## src/rtl/pbr_pkg.sv

```systemverilog
package pbr_pkg;
  typedef enum logic {
    ROLE_A_CNT  = 1'b0,
    ROLE_A_DATA = 1'b1
  } role_e;
endpackage

```

## src/rtl/pbr_lane_rot.sv

```systemverilog
module pbr_lane_rot #(
  parameter int unsigned LANE_W = 8
) (
  input  logic [LANE_W-1:0] data_i,
  input  logic [LANE_W-1:0] cnt_i,
  output logic [LANE_W-1:0] res_o
);
  localparam int unsigned SH_W = $clog2(LANE_W);

  logic [SH_W-1:0]     amt;
  logic [2*LANE_W-1:0] dbl;

  // low bits of two's complement count = left amount mod LANE_W
  assign amt   = cnt_i[SH_W-1:0];
  assign dbl   = {data_i, data_i} << amt;
  assign res_o = dbl[2*LANE_W-1:LANE_W];

  always_comb begin
    AST_ONES_KEPT: assert ($countones(res_o) == $countones(data_i));
    if (amt == '0)
      AST_ZERO_AMT: assert (res_o == data_i);
  end
endmodule

```

## src/rtl/pbr_opsel.sv

```systemverilog
module pbr_opsel
  import pbr_pkg::*;
#(
  parameter int unsigned LANES  = 16,
  parameter int unsigned LANE_W = 8
) (
  input  logic                     fixed_mode_i,
  input  role_e                    role_i,
  input  logic [LANES*LANE_W-1:0]  opnd_a_i,
  input  logic [LANES*LANE_W-1:0]  opnd_b_i,
  input  logic [LANE_W-1:0]        imm_i,
  output logic [LANES*LANE_W-1:0]  data_o,
  output logic [LANES*LANE_W-1:0]  cnt_o
);
  logic [LANES*LANE_W-1:0] imm_rep;

  for (genvar g = 0; g < LANES; g++) begin : g_rep
    assign imm_rep[g*LANE_W +: LANE_W] = imm_i;
  end

  always_comb begin
    if (fixed_mode_i) begin
      data_o = opnd_b_i;
      cnt_o  = imm_rep;
    end else if (role_i == ROLE_A_DATA) begin
      data_o = opnd_a_i;
      cnt_o  = opnd_b_i;
    end else begin
      data_o = opnd_b_i;
      cnt_o  = opnd_a_i;
    end
  end
endmodule

```

## src/rtl/pbr_rotator.sv

```systemverilog
module pbr_rotator
  import pbr_pkg::*;
#(
  parameter int unsigned LANES   = 16,
  parameter int unsigned LANE_W  = 8,
  parameter bit          REG_OUT = 1'b1
) (
  input  logic                          clk_i,
  input  logic                          rst_ni,
  input  logic                          valid_i,
  input  logic                          fixed_mode_i,
  input  logic                          swap_i,
  input  logic [LANES*LANE_W-1:0]       opnd_a_i,
  input  logic [LANES*LANE_W-1:0]       opnd_b_i,
  input  logic [LANE_W-1:0]             imm_i,
  output logic                          valid_o,
  output logic [2*LANES*LANE_W-1:0]     result_o
);
  localparam int unsigned VEC_W = LANES * LANE_W;

  logic [VEC_W-1:0] data_v, cnt_v, rot_v, res_v;
  role_e            role;

  assign role = swap_i ? ROLE_A_DATA : ROLE_A_CNT;

  pbr_opsel #(.LANES(LANES), .LANE_W(LANE_W)) i_opsel (
    .fixed_mode_i (fixed_mode_i),
    .role_i       (role),
    .opnd_a_i     (opnd_a_i),
    .opnd_b_i     (opnd_b_i),
    .imm_i        (imm_i),
    .data_o       (data_v),
    .cnt_o        (cnt_v)
  );

  for (genvar g = 0; g < LANES; g++) begin : g_lane
    pbr_lane_rot #(.LANE_W(LANE_W)) i_lane (
      .data_i (data_v[g*LANE_W +: LANE_W]),
      .cnt_i  (cnt_v[g*LANE_W +: LANE_W]),
      .res_o  (rot_v[g*LANE_W +: LANE_W])
    );
  end

  if (REG_OUT) begin : g_reg
    logic             vld_q;
    logic [VEC_W-1:0] res_q;

    always_ff @(posedge clk_i or negedge rst_ni) begin
      if (!rst_ni) begin
        vld_q <= 1'b0;
        res_q <= '0;
      end else begin
        vld_q <= valid_i;
        if (valid_i) res_q <= rot_v;
      end
    end

    assign valid_o = vld_q;
    assign res_v   = res_q;

    AST_VALID_LAT: assert property (@(posedge clk_i) disable iff (!rst_ni)
      valid_o == $past(valid_i));
    AST_IDLE_HOLD: assert property (@(posedge clk_i) disable iff (!rst_ni)
      !valid_i |=> $stable(result_o));
  end else begin : g_comb
    logic unused_clk;
    assign unused_clk = clk_i ^ rst_ni;
    assign valid_o    = valid_i;
    assign res_v      = rot_v;
  end

  assign result_o = {{VEC_W{1'b0}}, res_v};
endmodule

```

## config.mk

```make
export PLATFORM = sky130hd
export DESIGN_NAME = pbr_rotator
export DESIGN_NICKNAME = d
export VERILOG_FILES = /design/src/rtl/pbr_pkg.sv /design/src/rtl/pbr_lane_rot.sv /design/src/rtl/pbr_opsel.sv /design/src/rtl/pbr_rotator.sv
export SDC_FILE = /design/constraint.sdc
export NUM_CORES = 1
export LEC_CHECK = 0
export BUFFER_PORTS_ARGS = -buffer_cell sky130_fd_sc_hd__buf_4
export CAP_MARGIN = 20
export CELL_PAD_IN_SITES_DETAIL_PLACEMENT = 0
export CELL_PAD_IN_SITES_GLOBAL_PLACEMENT = 2
export CORE_ASPECT_RATIO = 0.7
export CORE_UTILIZATION = 25
export CTS_BUF_LIST = sky130_fd_sc_hd__clkbuf_8 sky130_fd_sc_hd__clkbuf_16
export CTS_CLUSTER_SIZE = 24
export DETAILED_ROUTE_END_ITERATION = 10
export GPL_TIMING_DRIVEN = 1
export HOLD_SLACK_MARGIN = 0.05
export PLACE_DENSITY = 0.87
export SLEW_MARGIN = 20
export SYNTH_ARGS = -nofsm -noshare
export SYNTH_HDL_FRONTEND = slang
export SYNTH_SLANG_ARGS = --single-unit
```

## constraint.sdc

```tcl
create_clock -name clk_i -period 0.8 [get_ports clk_i]
set_input_delay 0.16 -clock clk_i [delete_from_list [all_inputs] [get_ports clk_i]]
set_output_delay 0.16 -clock clk_i [all_outputs]
set_load 0.01 [all_outputs]
```

==> results.md, run 1 <==
* CP top delay family: compound AO/OA/AOI/OAI gates
* Required time worst endpoint at about 1200 ps
* Yosys warns at 0
* Clk buf depth at 2
* Switching Fraction at around 38%
* DRC violations left at 0
* Rel. slew slack at 65.6%
* H-tree level count at 4
* Area of the multi-input gates at between 0.01 and 0.015 mm2
* Unrepaired setup endpoints after global routing: true
* Mean area per synthesized cell at roughly 8 um2
* Leak at roughly 11 nW
* Comb pwr share at 53.3%
* Sink Count at roughly 130
* Area grow syn2layout at 78.4%
* Internal power at 21.7 mW
* Fmax at ~640 MHz
* Placed Area at roughly 0.020 mm2
* Final Setup Violations at 257
* Fin. Hold Viols at 0
* Least-Margin Pin Slew at ~510 ps
* GR Overflow Total at 0
* Post-Place Cells at ~3,000
* Failing checks: negative setup slack
* Number of global-route vias before repair at 15,019
* Slew Viols, Final at 0
* Post-synthesis register bit count at roughly 130
* Sequential fraction of the synthesis area at a little under a quarter
* Minimum clock period at roughly 1600 ps
* Pin count of the biggest net entering global routing at 51
* Final total power at 35.0 mW
* Full die area at approximately 0.055 mm2
* Crit Path Class: in2reg
* IO buf count at slightly below 400
* CP bufs+invs at 2
* Die Span Y at around 200 um
* Starting density of the core at between 20% and 30%
* Critical Path Fanout Max at 17
* Initial antenna violation count at 2
* Io pins at ~530
* Largest stage delay on the critical path at between 400 and 500 ps
* Post-DRT Antenna Nets at 0
* Max rail drop VDD at 1.38 mV
* Most frequent cells in the layout: buf_4 (626), nand2_1 (302), buf_6 (165)
* Final non-filler cell area at 0.0240 mm2
* Ys async rst share at between 90% and 100%
* Routed vias at approximately 16,000
* Hold Crit Class: in2async
* Row cnt at 70
* FILL cells at approximately 5,000
* GRT Resource Usage Total at ~20%
* Main synth FF type: dfrtp_1
* EDFF count, synth at 0
* Clock power frac at between 20% and 30%
* Post-DP HPWL at around 45 mm
* First-pass iteration count of the detailed router at 5
* Core Footprint at roughly 0.053 mm2
* Worst-skew pair later-pin latency at 460 ps
* MaxCap Viol Count at 0
* Chip width at roughly 280 um
* ANT cells at 0
* Synth Instances at roughly 1,600
* Synth unique cells at 33
* Register area at 0.00323 mm2
* TritonCTS clock tree: done
* Non-filler instance count after layout at ~3,100
* NetSw at around 13 mW
* Nets@finish at around 2,700
* Tcrit/Tclk final at 195%
* Initial drt markers at between 1,000 and 1,500
* Setup WS post-layout at -759 ps
* Cell Area, Synth at ~0.013 mm2
* Routed WL per cell at 19.5 um
* Outcome: finished with violations
* Layout cell share with drive strength beyond 1 at between 50% and 60%
* Clk_skew at 0 ps
* Pwr dens at ~1500 mW/mm2
* First-pass GRT wire length at around 87 mm
* CP Cell Sequence: buf_12 > buf_12 > mux2_2 > o21ai_1 > nor2_1 > a221oi_1 > a22o_1
* Startpoint Class: primary input
* Placer Congestion at ~0.96
* Most frequent CP cell: buf_12
* Slowest CP cell: a221oi_1
* Flop pwr share at between 20% and 30%
* Clk pin slew, worst setup/hold paths at approximately 60 ps
* Arr. time, crit path at 1950 ps
* Crit. End Element: register
* Hold slack at 99.0 ps
* Num CTS Buffers at 17
* DR vias/cell at between 5 and 6
* Commonest non-fill, non-tap cell in the layout: buf_4
* Routed wire length at roughly 60 mm
* Root buffer cell: clkbuf_16
final timing paths:
| path | startpoint | end | slack (ps) | cells after the start |
|---|---|---|---|---|
| min in group clk_i | valid_i | valid_o$_DFF_PN0_ | 230 | 3 |
| worst max-delay path | swap_i | g_reg.res_q[76]$_DFFE_PN0P_ | -760 | 7 |
| worst min-delay path | rst_ni | g_reg.res_q[91]$_DFFE_PN0P_ | 100 | 2 |
| worst min register to register | g_reg.res_q[127]$_DFFE_PN0P_ | g_reg.res_q[127]$_DFFE_PN0P_ | 540 | 1 |
| max in group asynchronous | rst_ni | g_reg.res_q[29]$_DFFE_PN0P_ | 180 | 3 |
| worst max register to register | g_reg.res_q[59]$_DFFE_PN0P_ | g_reg.res_q[59]$_DFFE_PN0P_ | -160 | 3 |
synthesized netlist by cell type, types with 17 or more instances:
cell type	count	share of area (%)
clkbuf_1	41	1.1
a21oi_1	42	1.6
buf_6	19	1.6
o21ai_1	17	0.63
nand2_1	370	10
buf_2	44	1.6
o21ai_2	20	1.3
dfrtp_1	129	24
buf_4	132	7.4
o21a_1	48	2.7
mux2i_1	161	12
nand3_1	64	2.4
a221oi_1	112	7.3
nand2b_1	19	0.88
o221ai_1	63	4.1
o21ai_0	24	0.89
a22o_1	112	7.3
nor2_1	74	2.1
mux2_2	48	4.0
registers in the layout, summed over array words and instances (netlist names):
| signal | flops |
|---|---|
| g_reg.res_q | 128 |
| valid_o | 1 |
metrics by stage:
stage | utilization, % | worst slack [ps] | setup TNS (ps)
finish | 45.6 | -759 | -129060
global route | 45.6 | -778 | -140530
CTS | 41.0 | -728 | -136640
detailed placement | 37.2 | -1350 | -159560
global placement | 37.2 | -1350 | -158490
floorplan | - | -925 | -115330
cell type report:
type,count,share of cell area [%]
clock buffers,19,1.88
multi-input cells,1397,48.2
flip-flops and latches,129,13.4
repair buffers,848,32.3
clock inverters,13,0.406
inverters,3,0.0677
well taps,720,3.75
cell families (layout without fill, tap and decap cells):
family	Yosys count	count (layout)	synth area share, %
buffers and inverters	239	883	11.8
AO/OA/AOI/OAI	486	486	29.4
multiplexers	224	224	17.5
flip-flops	129	129	24.0
other	1	128	0.0278
AND/OR/NAND/NOR	559	559	17.3
power groups by stage:
stage	clock network, mW	registers, mW	logic [mW]
4_1_cts	7.92	8.45	15.6
3_5_place_dp	0	8.53	14.2
3_3_place_gp	0	8.54	14.1
2_1_floorplan	0	8.86	7.33
5_1_grt	8.20	8.70	19.8
6_report	7.73	8.61	18.6
metal layers:
metal,up-vias,part of all wire [%],GRT usage [%],wire length (um)
met5,-,0.044,0,27
met4,4,2.3,5.75,1390
met3,96,6.3,3.83,3870
met2,683,46,31.8,28200
met1,7860,45,28.6,27600
li1,7452,-,-,-
what timing repair did:
action	4_1_cts	5_1_grt
hold endpoints to repair	129	0
pin swaps	57	148
cloned	5	5
setup buffers	6	89
gates resized for setup	249	385
hold buffers	1	0
endpoints found under the setup margin	257	257
worst reg2reg max path: cells and delay by family (launching register included):
kind / cells / cell delay (ps)
buffers and inverters: 2 / 260
AOI/OAI and AO/OA: 1 / 210
DFF: 1 / 390
Power figures use the tool's default switching activity.
==> run 2, diff against run 1 <==
--- a/config.mk
+++ b/config.mk
@@ -5,12 +5,13 @@
 export SDC_FILE = /design/constraint.sdc
 export NUM_CORES = 1
 export LEC_CHECK = 0
+export ABC_AREA = 1
 export BUFFER_PORTS_ARGS = -buffer_cell sky130_fd_sc_hd__buf_4
 export CAP_MARGIN = 20
 export CELL_PAD_IN_SITES_DETAIL_PLACEMENT = 0
 export CELL_PAD_IN_SITES_GLOBAL_PLACEMENT = 2
 export CORE_ASPECT_RATIO = 0.7
-export CORE_UTILIZATION = 25
+export CORE_UTILIZATION = 22
 export CTS_BUF_LIST = sky130_fd_sc_hd__clkbuf_8 sky130_fd_sc_hd__clkbuf_16
 export CTS_CLUSTER_SIZE = 24
 export DETAILED_ROUTE_END_ITERATION = 10
==> run 2 against run 1 <==
Compared with the run above: the flow still finishes with violations (negative setup slack); combinational power up 6%; sequential power up 0.8%; non-clock buffer count decreased by 136; clock power rose by 19%; power grew 7.8%; clock skew is the same; synthesized cell count up 46%; wire length rose by 19%; utilization is 1.5 points lower; global-route usage up 1.5 points; register-to-register slack improved by 100 ps.
==> results.md, run 2 <==
* Outcome: finished with violations (unchanged)
* Failing checks: negative setup slack (unchanged)
* Fmax at 822 MHz (was 641 MHz)
* Setup TNS at -89,380 ps (was -129,060 ps)
* Row cnt at 76 (was 70)
* Post-DP HPWL at 44.8 mm (about the same)
* Minimum clock period at 1220 ps (was 1560 ps)
* FILL cells at 6,038 (was 5,030)
* Post-DRT Antenna Nets at 0 (unchanged)
* Clk buf depth at 2 (unchanged)
* Pwr dens at 1390 mW/mm2 (was 1460 mW/mm2)
* Mean area per synthesized cell at 5.77 um2 (was 8.23 um2)
* Pin count of the biggest net entering global routing at 47 (was 51)
* Unrepaired setup endpoints after global routing: true (unchanged)
* Slowest CP cell: buf_16 (was a221oi_1)
* CP Cell Sequence: buf_16 > buf_16 > buf_12 > inv_16 > nand2_1 > nand3_2 > buf_12 > nand3_1 > nand3_1 > nand3_1 > nand3_1 > nand2_1 (was buf_12 > buf_12 > mux2_2 > o21ai_1 > nor2_1 > a221oi_1 > a22o_1)
* Full die area at 0.0635 mm2 (was 0.0548 mm2)
* Sink Count at 129 (unchanged)
* Synth unique cells at 16 (was 33)
* Most flop-heavy register: g_reg.res_q (unchanged)
* GRT Resource Usage Total at 21.9% (was 20.4%)
* Root buffer cell: clkbuf_16 (unchanged)
* Placed Area at 0.0193 mm2 (was 0.0196 mm2)
* First-pass GRT wire length at 107 mm (was 87.3 mm)
* Synth Instances at 2,384 (was 1,638)
* Hold Crit Class: in2async (unchanged)
* Critical Path Fanout Max at 8 (was 17)
* Post-synthesis register bit count at 129 (unchanged)
* Cell taking the most area after synthesis: nand3_1 (was dfrtp_1)
* Arr. time, crit path at 1570 ps (was 1950 ps)
* CP bufs+invs at 5 (was 2)
* Dpl ws at -870 ps (was -1350 ps)
* Num CTS Buffers at 17 (unchanged)
* Met1 GRT Util at 30.2% (was 28.6%)
* Chip width at 301 um (was 279 um)
* Starting density of the core at 22.3% (was 25.6%)
* Synth top area cells: nand3_1 (33%), dfrtp_1 (23%), nand2_1 (21%), buf_4 (8.1%), inv_1 (7.0%) (was dfrtp_1 (24%), mux2i_1 (12%), nand2_1 (10%), buf_4 (7.4%), a221oi_1 (7.3%))
* Dominant cell by count in the synthesized netlist: nand3_1 (was nand2_1)
* TritonCTS clock tree: done (unchanged)
* DR vias/cell at 4.82 (was 5.14)
* Startpoint Class: primary input (unchanged)
* Number of global-route vias before repair at 17,722 (was 15,019)
* DRC violations left at 0 (unchanged)
* Initial drt markers at 1,290 (was 1,184)
* Io pins at 526 (unchanged)
* EDFF count, synth at 0 (unchanged)
* Layout cell share with drive strength beyond 1 at 52.1% (was 56.3%)
* Max reg flops at 128 (unchanged)
* Crit. End Element: register (unchanged)
* Final total power at 37.7 mW (was 35.0 mW)
* IO buf count at 392 (unchanged)
* Initial antenna violation count at 4 (was 2)
* Largest stage delay on the critical path at 160 ps (was 420 ps)
* Area grow syn2layout at 97.3% (was 78.4%)
* Clk pin slew, worst setup/hold paths at 70 ps (was 60 ps)
* Busiest layer in global routing: met2 (unchanged)
* Most frequent cells in the layout: nand2_1 (569), buf_4 (438), nand3_2 (423) (was buf_4 (626), nand2_1 (302), buf_6 (165))
* Crit Path Class: in2reg (unchanged)
* Yosys warns at 0 (unchanged)
* MaxCap Viol Count at 0 (unchanged)
* Placer Congestion at 0.892 (was 0.956)
* Die Span Y at 211 um (was 196 um)
* Most frequent CP cell: nand3_1 (was buf_12)
* Main synth FF type: dfrtp_1 (unchanged)
* Register area at 0.00323 mm2 (about the same)
* Clk_skew at 0 ps (unchanged)
* Routed WL per cell at 18.8 um (was 19.5 um)
* Tcrit/Tclk final at 152% (was 195%)
* Final non-filler cell area at 0.0271 mm2 (was 0.0240 mm2)
* Worst-skew pair later-pin latency at 450 ps (was 460 ps)
* Cell Area, Synth at 0.0138 mm2 (was 0.0135 mm2)
* Fin. Hold Viols at 0 (unchanged)
* Commonest non-fill, non-tap cell in the layout: nand2_1 (was buf_4)
* Area of the multi-input gates at 0.0134 mm2 (was 0.0116 mm2)
* Ys async rst share at 100% (unchanged)
* Leak at 14.0 nW (was 10.7 nW)
* H-tree level count at 4 (unchanged)
* GR Overflow Total at 0 (unchanged)
* Routed vias at 18,568 (was 16,095)
* Routed wire length at 72.7 mm (was 61.1 mm)
* Setup WS post-layout at -417 ps (was -759 ps)
* CP top delay family: simple AND/OR/NAND/NOR gates (was compound AO/OA/AOI/OAI gates)
* Final Setup Violations at 257 (unchanged)
* Top cell type's share of synthesized area at 32.6% (was 24.0%)
* First-pass iteration count of the detailed router at 8 (was 5)
* Nets@finish at 3,290 (was 2,665)
* Sequential fraction of the synthesis area at 23.5% (was 24.0%)
* Slew Viols, Final at 0 (unchanged)
* Met3 Usage GRT at 4.14% (was 3.83%)
* Max rail drop VDD at 1.46 mV (was 1.38 mV)
* Most common library cells after synthesis: nand3_1 (896), nand2_1 (770), inv_1 (257) (was nand2_1 (370), mux2i_1 (161), buf_4 (132))
* Required time worst endpoint at 1150 ps (was 1190 ps)
* Core Footprint at 0.0616 mm2 (was 0.0527 mm2)
* Met2 Track Usage GR at 34.9% (was 31.8%)
-- run 2: cell count changes in the layout (fill, tap and decap cells not counted), moves of 112 or more --
cell     change
nand3_2    +410
nand3_4    +133
a22o_1     -112
buf_4      -188
nand3_1    +309
nand2_1    +267
inv_1      +252
-- run 2: path summary, 6_finish.rpt --
path | to | slack, ps | from | cells after the start
max reg2reg | g_reg.res_q[127]$_DFFE_PN0P_ | -60 | g_reg.res_q[127]$_DFFE_PN0P_ | 4
min reg2reg | g_reg.res_q[93]$_DFFE_PN0P_ | 500 | g_reg.res_q[93]$_DFFE_PN0P_ | 2
min | g_reg.res_q[10]$_DFFE_PN0P_ | 150 | rst_ni | 2
max | g_reg.res_q[45]$_DFFE_PN0P_ | -420 | swap_i | 12
max in group asynchronous | g_reg.res_q[66]$_DFFE_PN0P_ | 120 | rst_ni | 3
min in group clk_i | valid_o$_DFF_PN0_ | 150 | valid_i | 2
-- run 2: what timing repair did --
item,CTS,global route
endpoints found under the setup margin,257,257
hold endpoints to repair,130,0
resized for setup,949,194
pin swaps,287,81
setup buffers,81,31
cloned,39,0
hold buffers,2,0
-- run 2: area by class of cell --
type	count	area share, %
Antenna cell	2	0.0184
Clock buffer	22	1.82
Clock inverter	10	0.627
Inverter	292	4.52
Multi-Input combinational cell	1866	49.2
Sequential cell	129	11.9
Tap cell	819	3.78
Timing Repair Buffer	712	27.9
Timing Repair inverter	3	0.258
-- run 2: kinds of logic (layout without fill, tap and decap cells) --
logic type             count (synthesis)  count (layout)  share of synthesized area [%]
buffers and inverters                522            1039                           18.8
AOI/OAI and AO/OA                     32              32                           2.15
other                                  1             130                         0.0273
DFF                                  129             129                           23.5
and+or+nand+nor                     1700            1706                           55.6
-- run 2: worst reg2reg max path: cells and delay by family (launching register included) --
family | cells | cell delay, ps
buffers and inverters | 2 | 260
DFF | 1 | 400
and+or+nand+nor | 2 | 110
-- run 2: report_power, final --
part / internal (mW) / switching [mW]
logic: 9.07 / 10.8
registers: 7.65 / 1.03
clock network: 5.67 / 3.54
total: 22.4 / 15.3
-- run 2: through the flow --
| stage | hold slack, ps | utilization [%] | cells |
|---|---|---|---|
| finish | 147 | 44.1 | 3855 |
| floorplan | -136 | - | 2511 |
| global placement | 42.5 | 31.3 | 3671 |
| global route | 127 | 44.0 | 3853 |
| detailed placement | 38.8 | 31.3 | 3671 |
| CTS | 119 | 42.0 | 3822 |
-- run 2: per-layer routing --
layer	vias up	wire length, um
met1	8966	32700
met4	6	1540
met5	-	49
li1	8866	-
met2	629	33900
met3	101	4540
